`config.mk`:
```
export PLATFORM = sky130hd
export DESIGN_NAME = toggle_poll_ctrl
export DESIGN_NICKNAME = d
export VERILOG_FILES = /design/src/rtl/tpoll_pkg.sv /design/src/rtl/tpoll_bit_pick.sv /design/src/rtl/tpoll_round_cnt.sv /design/src/rtl/toggle_poll_ctrl.sv
export SDC_FILE = /design/constraint.sdc
export NUM_CORES = 1
export LEC_CHECK = 0
export BUFFER_PORTS_ARGS = -buffer_cell sky130_fd_sc_hd__buf_2
export CORE_ASPECT_RATIO = 1.25
export CORE_MARGIN = 2
export CORE_UTILIZATION = 50
export CTS_CLUSTER_SIZE = 30
export DETAILED_ROUTE_END_ITERATION = 12
export HOLD_SLACK_MARGIN = 0.06
export PLACE_DENSITY = 0.75
export SYNTH_ARGS = -nofsm -noshare
export SYNTH_HDL_FRONTEND = slang
export SYNTH_SLANG_ARGS = --single-unit
```
`constraint.sdc`:
```
create_clock -name clk -period 2 [get_ports clk]
set_clock_uncertainty 0.15 [all_clocks]
set_input_delay 0.3 -clock clk [delete_from_list [all_inputs] [get_ports clk]]
set_output_delay 0.3 -clock clk [all_outputs]
set_load 0.005 [all_outputs]
```
`src/rtl/tpoll_pkg.sv`:
```
package tpoll_pkg;
   typedef enum logic [2:0] {
      PS_IDLE,
      PS_RD_A,
      PS_RD_B,
      PS_CHK_A,
      PS_CHK_B,
      PS_RST_WR
   } tpoll_state_e;
endpackage

```
`src/rtl/tpoll_bit_pick.sv`:
```
module tpoll_bit_pick #(
   parameter int DATA_W  = 8,
   parameter int BIT_A   = 6,
   parameter int BIT_B   = 2,
   parameter int FLAG_BIT = 5
) (
   input  logic [DATA_W-1:0] byte_i,
   input  logic              sel_i,
   output logic              tog_o,
   output logic              flag_o
);
   generate
      if (BIT_A >= DATA_W || BIT_B >= DATA_W || FLAG_BIT >= DATA_W) begin : g_bad_bit
         $error("tpoll_bit_pick: bit index outside data width");
      end
      if (BIT_A == BIT_B) begin : g_single
         assign tog_o = byte_i[BIT_A];
      end else begin : g_dual
         assign tog_o = sel_i ? byte_i[BIT_B] : byte_i[BIT_A];
      end
   endgenerate
   assign flag_o = byte_i[FLAG_BIT];
endmodule

```
`src/rtl/tpoll_round_cnt.sv`:
```
module tpoll_round_cnt #(
   parameter int MAX_POLLS = 64
) (
   input  logic clk,
   input  logic rst_n,
   input  logic clr_i,
   input  logic inc_i,
   output logic last_o
);
   generate
      if (MAX_POLLS == 0) begin : g_unbounded
         assign last_o = 1'b0;
      end else begin : g_bounded
         localparam int CW = (MAX_POLLS > 1) ? $clog2(MAX_POLLS) : 1;
         localparam logic [CW-1:0] LAST = CW'(MAX_POLLS - 1);
         logic [CW-1:0] cnt_q;
         always_ff @(posedge clk or negedge rst_n) begin
            if (!rst_n)      cnt_q <= '0;
            else if (clr_i)  cnt_q <= '0;
            else if (inc_i && cnt_q != LAST) cnt_q <= cnt_q + 1'b1;
         end
         assign last_o = (cnt_q == LAST);
      end
   endgenerate
endmodule

```
`src/rtl/toggle_poll_ctrl.sv`:
```
module toggle_poll_ctrl
   import tpoll_pkg::*;
#(
   parameter int              DATA_W    = 8,
   parameter int              BIT_A     = 6,
   parameter int              BIT_B     = 2,
   parameter int              FLAG_BIT  = 5,
   parameter int              MAX_POLLS = 64,
   parameter logic [DATA_W-1:0] RST_CMD = 8'hF0
) (
   input  logic              clk,
   input  logic              rst_n,
   input  logic              start_i,
   input  logic              abort_i,
   input  logic              tog_sel_i,
   output logic              rd_req_o,
   input  logic              rd_ack_i,
   input  logic [DATA_W-1:0] rd_data_i,
   output logic              wr_req_o,
   input  logic              wr_ack_i,
   output logic [DATA_W-1:0] wr_data_o,
   output logic              busy_o,
   output logic              done_ok_o,
   output logic              done_fail_o,
   output logic              timeout_o
);
   generate
      if (DATA_W < 8) begin : g_bad_width
         $error("toggle_poll_ctrl: DATA_W must be at least 8");
      end
      if (MAX_POLLS < 0) begin : g_bad_polls
         $error("toggle_poll_ctrl: MAX_POLLS must not be negative");
      end
   endgenerate

   tpoll_state_e st_q, st_d;
   logic first_q;
   logic tog_now, flag_now, last_round;
   logic ok_d, fail_d, tmo_d;
   logic ok_q, fail_q, tmo_q;
   logic round_clr, round_inc;

   tpoll_bit_pick #(
      .DATA_W(DATA_W), .BIT_A(BIT_A), .BIT_B(BIT_B), .FLAG_BIT(FLAG_BIT)
   ) u_pick (
      .byte_i(rd_data_i), .sel_i(tog_sel_i), .tog_o(tog_now), .flag_o(flag_now)
   );

   tpoll_round_cnt #(.MAX_POLLS(MAX_POLLS)) u_rounds (
      .clk(clk), .rst_n(rst_n), .clr_i(round_clr), .inc_i(round_inc), .last_o(last_round)
   );

   always_comb begin
      st_d      = st_q;
      ok_d      = 1'b0;
      fail_d    = 1'b0;
      tmo_d     = 1'b0;
      round_clr = 1'b0;
      round_inc = 1'b0;
      if (st_q != PS_IDLE && abort_i) begin
         st_d = PS_IDLE;
      end else begin
         unique case (st_q)
            PS_IDLE: if (start_i) begin
               st_d      = PS_RD_A;
               round_clr = 1'b1;
            end
            PS_RD_A:  if (rd_ack_i) st_d = PS_RD_B;
            PS_RD_B:  if (rd_ack_i) begin
               if (tog_now == first_q) begin
                  st_d = PS_IDLE;
                  ok_d = 1'b1;
               end else if (flag_now) begin
                  st_d = PS_CHK_A;
               end else if (last_round) begin
                  st_d   = PS_IDLE;
                  fail_d = 1'b1;
                  tmo_d  = 1'b1;
               end else begin
                  st_d      = PS_RD_A;
                  round_inc = 1'b1;
               end
            end
            PS_CHK_A: if (rd_ack_i) st_d = PS_CHK_B;
            PS_CHK_B: if (rd_ack_i) begin
               if (tog_now == first_q) begin
                  st_d = PS_IDLE;
                  ok_d = 1'b1;
               end else begin
                  st_d = PS_RST_WR;
               end
            end
            PS_RST_WR: if (wr_ack_i) begin
               st_d   = PS_IDLE;
               fail_d = 1'b1;
            end
            default: st_d = PS_IDLE;
         endcase
      end
   end

   always_ff @(posedge clk or negedge rst_n) begin
      if (!rst_n) begin
         st_q    <= PS_IDLE;
         first_q <= 1'b0;
         ok_q    <= 1'b0;
         fail_q  <= 1'b0;
         tmo_q   <= 1'b0;
      end else begin
         st_q   <= st_d;
         ok_q   <= ok_d;
         fail_q <= fail_d;
         tmo_q  <= tmo_d;
         if (rd_ack_i && (st_q == PS_RD_A || st_q == PS_CHK_A))
            first_q <= tog_now;
      end
   end

   assign rd_req_o    = (st_q == PS_RD_A) || (st_q == PS_RD_B) ||
                        (st_q == PS_CHK_A) || (st_q == PS_CHK_B);
   assign wr_req_o    = (st_q == PS_RST_WR);
   assign wr_data_o   = RST_CMD;
   assign busy_o      = (st_q != PS_IDLE);
   assign done_ok_o   = ok_q;
   assign done_fail_o = fail_q;
   assign timeout_o   = tmo_q;
endmodule

```
* Word level (Yosys, flattened, before mapping) *
Cells that the tools add are included.

cells by class
  add/subtract/negate cells = 1
  equal/unequal tests = 14
  muxes and demuxes = 37
  reductions and logical operators = 12

operators with widths
  cell                 count
  $mux 3               8
  $mux 1               23
  $pmux 3 s6           1
  $ne 3x3->1 const B   5
  $mux 6               2
  $add 6x1->6 const B  1
  $eq 3x2->1 const B   2
  $eq 3x3->1 const B   2
  $eq 6x6->1 const B   1
  $ne 6x6->1 const B   1
  $reduce_and 6->1     1
  $logic_or 1x1->1     4
  $mux 2               2
  $eq 3x1->1 const B   1
  $logic_and 1x1->1    3
  $logic_not 3->1      1
  $ne 3x1->1 const B   1
  $reduce_bool 3->1    1
  $pmux 1 s2           1
  $reduce_bool 2->1    1
  $reduce_or 2->1      1
  $eq 1x1->1           1

word-level totals
  register bits after elaboration = 13
  bits of input ports = 15
  output and inout bits = 14
  logic and storage cells = 70

* Longest topological paths before layout *
Gate-level depths: netlist of the first run.

  depth after elaboration = 10
  gate-level depth with buffers = 5
  depth with buffers taken out = 5

* Modules after synthesis *
From an unflattened synthesis of the first run, not the netlist that was laid out.

unflattened totals
  cell total of the unflattened synthesis = 104
  area, all modules = 937.1 µm²

by module, submodules not included
  module            instances  cells an instance  area an instance (µm²)  sequential area each (µm²)
  toggle_poll_ctrl  1          63                 534.3                   175.2
  tpoll_round_cnt   1          39                 380.4                   150.1
  tpoll_bit_pick    1          2                  22.5                    0.0

* Worst setup path before layout of the first run *
Ideal clock, no wire load.

  path kind = reg-to-reg
  from = reg u_rounds.g_bounded.cnt_q[0]
  to = reg u_rounds.g_bounded.cnt_q[3]
  setup time = 0.077 ns
  arrival time = 1.505 ns
  data required time = 1.773 ns
  path slack = 0.267 ns
  stages on the path, launching flop included = 6
  buffers on the path = 0
  period minus slack after synthesis = 1.733 ns
  path through = dfrtp_1 > ha_1 > nand3_1 > o211ai_1 > or4_1 > a21oi_1

on the way
  cells in the longest elaborated chain, start to end = 9
  elaborated cells on any way between the ends = 13
  those cells by class = add/sub: 1; eq/ne: 2; mux: 8; reduce/logical: 2

ends and longest elaborated chain
  element                             RTL line                RTL
  start: declaration                  tpoll_round_cnt.sv:16   logic [CW-1:0] cnt_q;
  start signal: assignment            tpoll_round_cnt.sv:20   else if (inc_i && cnt_q != LAST) cnt_q <= cnt_q + 1'b1;
  $eq 6x6->1                          tpoll_round_cnt.sv:22   assign last_o = (cnt_q == LAST);
  $mux 1                              toggle_poll_ctrl.sv:75  end else if (last_round) begin
  $mux 1                              toggle_poll_ctrl.sv:73  end else if (flag_now) begin
  $mux 1                              toggle_poll_ctrl.sv:70  if (tog_now == first_q) begin
  $mux 1                              toggle_poll_ctrl.sv:69  PS_RD_B: if (rd_ack_i) begin
  $mux 1                              toggle_poll_ctrl.sv:63  unique case (st_q)
  $mux 1                              toggle_poll_ctrl.sv:60  if (st_q != PS_IDLE && abort_i) begin
  $logic_and 1x1->1                   tpoll_round_cnt.sv:20
  $reduce_bool 2->1 (no source line)  -

Several ways; a longest one is shown, not always the timed one. The select of a mux whose other input is x is not followed.
A chain may end at the register's enable or synchronous reset.

* Worst setup path in the final report of the first run *
Same ends and word-level chain as after synthesis.

==> run metrics, run 1 <==
EDFF count, synth 0; P&R area growth vs syn 12.9%; Hold Path Sink st_q[2]$_DFFE_PN0P_; cell taking the most area after synthesis dfrtp_1; Site Rows 17; Post-Synthesis Cells 108; DRC 0; Reg-to-Reg End u_rounds.g_bounded.cnt_q[3]$_DFFE_PN0P_; dpl hpwl 1440 um; P_leak 0.477 nW; RSZ-0062 raised after global routing false; R2R depth 5; pwr/cell area 830 nW/um^2; total number of vias 814; largest net degree at the start of global routing 15; layout cells sized above 1 19.5%; Total Routing Usage GR 19.1%; area share of the largest cell type after synthesis 34.9%; Yosys reg bits 13; count leader, synth dfrtp_1; Tcrit/Tclk final 90.1%; Seq/Total Area, Yosys 34.9%; status complete, no violations; Max FO, Critical Path 5; die area 2230 um^2; Max Buffers Root-to-Sink 2; overall power 0.874 mW; WP data arrival 1.86 ns; Post-CTS Repair Setup Buffers 0; CP Capture Type register; core area 1770 um^2; CTS tree yes; root buffer cell clkbuf_4; wire per inst 12.8 um; DRT Pass-1 Iters 4; maximum clock frequency 555 MHz; DRT Wirelength 1890 um; grt ovf 0; placed cell count 142; clk slew on worst S/H paths 0.08 ns; Routed Antenna Nets 0; maximum vdd drop 0.000419 V; GPL Wtd Cong 0.849; hold path depth 2; Final min period 1.80 ns; Hold WC Path Type primary input to register; Die W 42.6 um; Setup-failing EPs final 0; Nets 145; most frequent cells after synthesis dfrtp_1, buf_4, nand2_1, a21oi_1, inv_1; Setup crit start kind register; number of global-route vias before repair 769; CTS buffer count 3; prevailing post-synth register cell dfrtp_1; Initial Util 52.9%; required time worst endpoint 2.05 ns; Crit Path Class register to register; TNS Setup 0 ns; Min Hold Slack 0.145 ns; Reg-to-Reg Start u_rounds.g_bounded.cnt_q[0]$_DFFE_PN0P_; initial antenna violation count 0; Worst-Skew Late Latency 0.27 ns; Final Instance Count excl. Fillers 147; R2R Setup Slk 0.20 ns; Synth Area per Inst 8.64 um^2; Hold Startpoint abort_i; warnings from Yosys 0; via/cell ratio 5.54; synth unique cells 39; IO Port Bufs 15; H-tree levels 1; Synth area leaders dfrtp_1, buf_4, mux2i_1; maxcap violations 0; Final Hold Violating Endpoints 0; TritonCTS Sinks 13; height of the die 52.3 um; Slew Limit Fails 0; global-route wire length before repair 3260 um; DRT iter0 DRCs 9; Resized cells post-CTS 0; Antenna Diode Count 0; post-synthesis async set-or-reset flop share 100%; mapped cell area 933 um^2; num ports 29
==> power breakdown <==
part           leakage, nW  switching [mW]  internal, mW
logic                0.284           0.222         0.172
registers            0.178          0.0277         0.291
clock network       0.0150          0.0841        0.0773
total                0.477           0.334         0.540
==> repair_timing <==
item / 4_1_cts / 5_1_grt
setup endpoints to repair: 0 / 0
hold buffers: 1 / 0
endpoints found under the hold margin: 13 / 0
==> kinds of logic (layout without fill, tap and decap cells) <==
family / count (synthesis) / after routing / share of synthesized area, %
buffers and inverters: 19 / 33 / 11.7
muxes: 5 / 5 / 6.70
and+or+nand+nor: 39 / 39 / 23.1
DFF: 13 / 13 / 34.9
xor gates and xnor gates: 3 / 3 / 2.82
adders and majority gates: 2 / 2 / 2.41
AOI/OAI and AO/OA: 25 / 25 / 17.7
other: 2 / 8 / 0.805
==> placed cells by master, fill, tap and decap left out, types with 2 or more instances in the layout <==
cell type,instances
a21oi_1,7
and2_1,2
buf_2,15
buf_4,6
clkbuf_4,3
conb_1,8
dfrtp_1,13
inv_1,7
mux2i_1,4
nand2_1,8
nand2b_1,2
nand3_1,3
nand3b_1,2
nor2_1,6
nor2b_1,2
nor3b_1,2
nor4_1,2
o21ai_0,5
o31ai_1,4
or3_1,2
or4_1,3
xnor2_1,3
==> critical path, cell delays in order, from the launching register on <==
cell	delay [ns]
dfrtp_1	0.42
ha_1	0.24
nand3_1	0.11
o211ai_1	0.16
or4_1	0.49
a21oi_1	0.15
==> worst max-delay path by stage <==
stage | from | to | slack, ns | depth (start not counted)
floorplan | u_rounds.g_bounded.cnt_q[0]$_DFFE_PN0P_ | u_rounds.g_bounded.cnt_q[3]$_DFFE_PN0P_ | 0.27 | 5
global placement | tog_sel_i | u_rounds.g_bounded.cnt_q[3]$_DFFE_PN0P_ | 0.22 | 6
detailed placement | tog_sel_i | u_rounds.g_bounded.cnt_q[2]$_DFFE_PN0P_ | 0.21 | 6
CTS | st_q[0]$_DFFE_PN0P_ | busy_o | 0.20 | 4
global route | st_q[0]$_DFFE_PN0P_ | busy_o | 0.11 | 4
finish | u_rounds.g_bounded.cnt_q[0]$_DFFE_PN0P_ | u_rounds.g_bounded.cnt_q[3]$_DFFE_PN0P_ | 0.20 | 5
==> through the flow <==
step                      util, %  area [um^2]  setup slack [ns]
after floorplan                 -          956             0.267
after global placement       57.6         1020             0.222
after detailed placement     57.6         1020             0.206
after CTS                    59.7         1050             0.199
after global routing         59.7         1050             0.107
final                        59.7         1050             0.199
==> registers in the layout, indices dropped and copies added, names as in the netlist <==
register / count
u_rounds.g_bounded.cnt_q: 6
first_q: 1
done_ok_o: 1
timeout_o: 1
st_q: 3
done_fail_o: 1
==> area by class of cell <==
cell class,count,area [um^2]
clock buffers,4,26.3
fillers,178,712
inverters,7,26.3
multi-input cells,82,522
flip-flops and latches,13,325
well taps,19,23.8
repair buffers,22,130
==> per-layer routing <==
metal	global-route usage, %	share of wire (%)	up-vias
met3	2.07	3.5	4
met2	33.3	52	18
met5	0	0	-
met4	7.29	1.1	0
li1	-	-	414
met1	23.8	43	378
No activity file was read; power rests on OpenSTA's default activity.
==> inputs of run 2 (changes only) <==
Settings changed: CELL_PAD_IN_SITES_DETAIL_PLACEMENT set to 0, CELL_PAD_IN_SITES_GLOBAL_PLACEMENT set to 1, CORE_UTILIZATION 50 to 36, PLACE_DENSITY 0.75 to 0.74.
==> run 2 against run 1 <==
Compared with the run above: critical endpoint unchanged; fmax down 0.29%; highest routed layer unchanged; register-to-register slack hardly changed; via count fell by 0.86%; largest power group unchanged; global-route usage is 5.6 points lower; first-iteration DRC count rose to 3.6 times the previous value; combinational power decreased by 2%.
==> run metrics, run 2 (synthesis results as in run 1) <==
P&R area growth vs syn 14.9%; maximum clock frequency 554 MHz; clk slew on worst S/H paths 0.09 ns; Crit Path Class register to register; CTS buffer count 3; Setup crit start kind register; DRT Pass-1 Iters 4; layout cells sized above 1 20.3%; Setup-failing EPs final 0; Final min period 1.81 ns; via/cell ratio 5.01; largest net degree at the start of global routing 15; DRT Wirelength 1830 um; P_leak 0.479 nW; Total Routing Usage GR 13.5%; most frequent cells in the layout buf_2, dfrtp_1, nand2_1, conb_1; height of the die 60.9 um; setup ws final 0.193 ns; Nets 145; maxcap violations 0; H-tree levels 1; CP Capture Type register; root buffer cell clkbuf_4; Site Rows 20; Routed Antenna Nets 0; Die W 49.5 um; dpl hpwl 1390 um; Max FO, Critical Path 5; DRT iter0 DRCs 32; IO Port Bufs 15; global-route wire length before repair 3020 um; WP data arrival 1.87 ns; CTS tree yes; max reg flops 6; die area 3020 um^2; num ports 29; grt ovf 0; wire per inst 11.3 um; Antenna Diode Count 0; status complete, no violations; Top reg by flops u_rounds.g_bounded.cnt_q; Hold WC Path Type primary input to register; initial antenna violation count 0; most common cell after layout, fill and taps aside buf_2; core area 2450 um^2; pwr/cell area 812 nW/um^2; TNS Setup 0 ns; filler cell count 256; RSZ-0062 raised after global routing false; TritonCTS Sinks 13; Initial Util 38.1%; required time worst endpoint 2.07 ns; maximum vdd drop 0.000328 V; Min Hold Slack 0.128 ns; FF+latch area 325 um^2; GPL Wtd Cong 0.706; Final Hold Violating Endpoints 0; Largest regs u_rounds.g_bounded.cnt_q: 6 flops, st_q: 3 flops; Tcrit/Tclk final 90.3%; total number of vias 807; Post-CTS Repair Setup Buffers 0; Max Buffers Root-to-Sink 2; area of the multi-input gates 522 um^2; DRC 0; Slew Limit Fails 0; Post-Place Worst Slack 0.207 ns; Worst-Skew Late Latency 0.28 ns; number of global-route vias before repair 695
-- run 2: changes by cell type in the layout (fill, tap and decap cells not counted), sizes merged --
| cell | previous run | this run |
|---|---|---|
| clkbuf | 4 | 3 |
| clkinv | 0 | 1 |
-- run 2: through the flow --
step / area (um^2) / util [%] / std cells / power, mW
2_1_floorplan: 956 / - / 114 / 0.609
3_3_place_gp: 1030 / 42.2 / 156 / 0.706
3_5_place_dp: 1030 / 42.2 / 156 / 0.707
4_1_cts: 1070 / 43.7 / 161 / 0.881
5_1_grt: 1070 / 43.7 / 161 / 0.935
6_report: 1070 / 43.7 / 161 / 0.871
-- run 2: layer usage --
metal,global-route usage [%],part of all wire (%),vias up
met2,20.6,46,23
met3,2.22,5.3,5
li1,-,-,411
met4,9.52,2.9,0
met5,0,0,-
met1,17.6,46,368
-- run 2: cell type report --
cell class	count	area share, %
inverters	7	2.45
well taps	33	3.85
clock inverters	1	0.467
flip-flops and latches	13	30.3
clock buffers	3	2.10
multi-input cells	82	48.7
repair buffers	22	12.1
-- run 2: report_power, final --
part           total [mW]  leakage [nW]  switching, mW  internal (mW)
Combinational       0.386         0.284          0.214          0.172
Sequential          0.317         0.178         0.0257          0.291
Clock               0.167        0.0177         0.0930         0.0743
-- run 2: worst paths after layout --
| path | startpoint | endpoint | slack [ns] | cells after the start |
|---|---|---|---|---|
| worst max-delay path | u_rounds.g_bounded.cnt_q[0]$_DFFE_PN0P_ | u_rounds.g_bounded.cnt_q[3]$_DFFE_PN0P_ | 0.19 | 5 |
| max in group asynchronous | rst_n | first_q$_DFFE_PN0P_ | 1.18 | 2 |
| worst max register to register | u_rounds.g_bounded.cnt_q[0]$_DFFE_PN0P_ | u_rounds.g_bounded.cnt_q[3]$_DFFE_PN0P_ | 0.19 | 5 |
| worst min register to register | u_rounds.g_bounded.cnt_q[5]$_DFFE_PN0P_ | u_rounds.g_bounded.cnt_q[5]$_DFFE_PN0P_ | 0.44 | 2 |
| worst min-delay path | abort_i | st_q[1]$_DFFE_PN0P_ | 0.13 | 2 |
| min in group asynchronous | rst_n | u_rounds.g_bounded.cnt_q[4]$_DFFE_PN0P_ | 0.28 | 2 |
-- run 2: what timing repair did --
item,CTS,global route
hold buffers,1,0
resized for setup,0,0
hold endpoints to repair,13,0
-- run 2: critical path, cell delays in order, from the launching register on --
cell,delay [ns]
dfrtp_1,0.42
ha_1,0.24
nand3_1,0.12
o211ai_1,0.16
or4_1,0.50
a21oi_1,0.15
==> inputs of run 3 (changes only) <==
Settings changed: ABC_AREA set to 1, CORE_UTILIZATION 36 to 35.
==> run 3 against run 2 <==
Compared with the run above: synthesized area rose by 5.4%; synthesized cell count rose by 24%; largest power group unchanged; largest cell class unchanged; fmax rose by 1.8%; final cell count rose by 15%.
==> run metrics, run 3 <==
DRT Wirelength 2150 um; hold buffers post-CTS 1; Site Rows 21; via/cell ratio 4.89; global-route wire length before repair 3730 um; IO Port Bufs 15; max reg flops 6; clk slew on worst S/H paths 0.09 ns; Seq/Total Area, Yosys 33.1%; GPL Wtd Cong 0.906; Final Hold Violating Endpoints 0; synth unique cells 23; die area 3250 um^2; WP data arrival 1.33 ns; Reg-to-Reg Start st_q[0]$_DFFE_PN0P_; Nets 168; Post-Synthesis Cells 134; CP Capture Type primary output; Reg-to-Reg End u_rounds.g_bounded.cnt_q[5]$_DFFE_PN0P_; wire per inst 11.6 um; total number of vias 905; Max Buffers Root-to-Sink 2; DRC 0; R2R depth 8; Final min period 1.78 ns; Die W 51.4 um; CTS buffer count 3; Post-Place Worst Slack 0.414 ns; worst setup path end wr_req_o; Antenna Diode Count 0; Total Routing Usage GR 14.7%; num ports 29; prevailing post-synth register cell dfrtp_1; filler cell count 296; Crit Path Class register to primary output; Resized cells post-CTS 0; root buffer cell clkbuf_4; Crit. Startpoint st_q[0]$_DFFE_PN0P_; P_leak 0.617 nW; DRT iter0 DRCs 11; RSZ-0062 raised after global routing false; cell taking the most area after synthesis dfrtp_1; H-tree levels 1; maximum vdd drop 0.000487 V; area share of the largest cell type after synthesis 33.1%; warnings from Yosys 0; FF+latch area 325 um^2; layout cells sized above 1 23.8%; count leader, synth nand2_1; Initial Util 36.7%; Top reg by flops u_rounds.g_bounded.cnt_q; TNS Setup 0 ns; post-synthesis async set-or-reset flop share 100%; core area 2680 um^2; most common cell after layout, fill and taps aside nand2_1; EDFF count, synth 0; Tcrit/Tclk final 88.8%; maximum clock frequency 563 MHz; R2R Setup Slk 0.39 ns; CTS tree yes; largest net degree at the start of global routing 14; pwr/cell area 894 nW/um^2; Synth Area per Inst 7.34 um^2; P&R area growth vs syn 11.2%; most frequent cells after synthesis nand2_1, nand3_1, inv_1, dfrtp_1, buf_4; height of the die 63.3 um; Hold WC Path Type primary input to register; maxcap violations 0; status complete, no violations; Max FO, Critical Path 7; required time worst endpoint 1.55 ns; dpl hpwl 1650 um; most frequent cells in the layout nand2_1, nand3_1, inv_1; Worst-Skew Late Latency 0.28 ns; mapped cell area 983 um^2; Slew Limit Fails 0; Synth area leaders dfrtp_1, nand3_1, nand2_1; Post-CTS Repair Setup Buffers 0; initial antenna violation count 0; TritonCTS Sinks 13; Setup-failing EPs final 0; setup ws final 0.225 ns; Largest regs u_rounds.g_bounded.cnt_q: 6 flops, st_q: 3 flops; Yosys reg bits 13; Setup crit start kind register; number of global-route vias before repair 879; DRT Pass-1 Iters 4; area of the multi-input gates 538 um^2; Routed Antenna Nets 0; grt ovf 0
-- run 3: worst min-delay path by stage --
| stage | slack [ns] | end | start | cells after the start |
|---|---|---|---|---|
| final | 0.14 | done_fail_o$_DFF_PN0_ | wr_ack_i | 3 |
| after global routing | 0.15 | done_fail_o$_DFF_PN0_ | wr_ack_i | 3 |
| after CTS | 0.13 | done_fail_o$_DFF_PN0_ | wr_ack_i | 3 |
| after detailed placement | 0.07 | u_rounds.g_bounded.cnt_q[0]$_DFFE_PN0P_ | rst_n | 1 |
| after global placement | 0.06 | timeout_o$_DFF_PN0_ | rst_n | 1 |
| after floorplan | -0.15 | done_fail_o$_DFF_PN0_ | rst_n | 0 |
-- run 3: stage by stage --
step	instances	hold WS [ns]	util, %	cell area, um^2	power (mW)
after floorplan	140	-0.146	-	1010	0.709
after global placement	180	0.0640	39.4	1060	0.806
after detailed placement	180	0.0705	39.4	1060	0.815
after CTS	185	0.130	40.8	1090	0.991
after global routing	185	0.153	40.8	1090	1.06
final	185	0.140	40.8	1090	0.978
-- run 3: final cells by class --
cell class	instances	share of cell area (%)
Clock inverter	1	0.458
Tap cell	34	3.89
Clock buffer	3	2.06
Inverter	20	6.86
Timing Repair Buffer	16	7.78
Multi-Input combinational cell	98	49.2
Sequential cell	13	29.7
-- run 3: power breakdown --
part,switching (mW),internal (mW)
clock network,0.0935,0.0740
registers,0.0562,0.300
logic,0.304,0.150
total,0.454,0.524
-- run 3: cells by family (layout without fill, tap and decap cells) --
family                   count (synthesis)  after routing  synth area share, %
AO/OA/AOI/OAI                            9              9                 5.22
other                                    2              8                0.764
XOR/XNOR                                 2              2                 1.78
adder cells (fa/ha/maj)                  1              1                 1.27
buffers and inverters                   29             40                 14.5
flip-flops                              13             13                 33.1
AND/OR/NAND/NOR                         78             78                 43.4
-- run 3: per-layer routing --
metal  track usage (%)  wire length [um]
met5                 0                 0
met3              2.13                60
met4              4.93                14
met2              25.0              1140
met1              18.6               938
-- run 3: worst max-delay path, cell delays in order, from the launching register on --
cell	delay (ns)
dfrtp_1	0.52
inv_1	0.14
nor3_2	0.23
buf_2	0.15
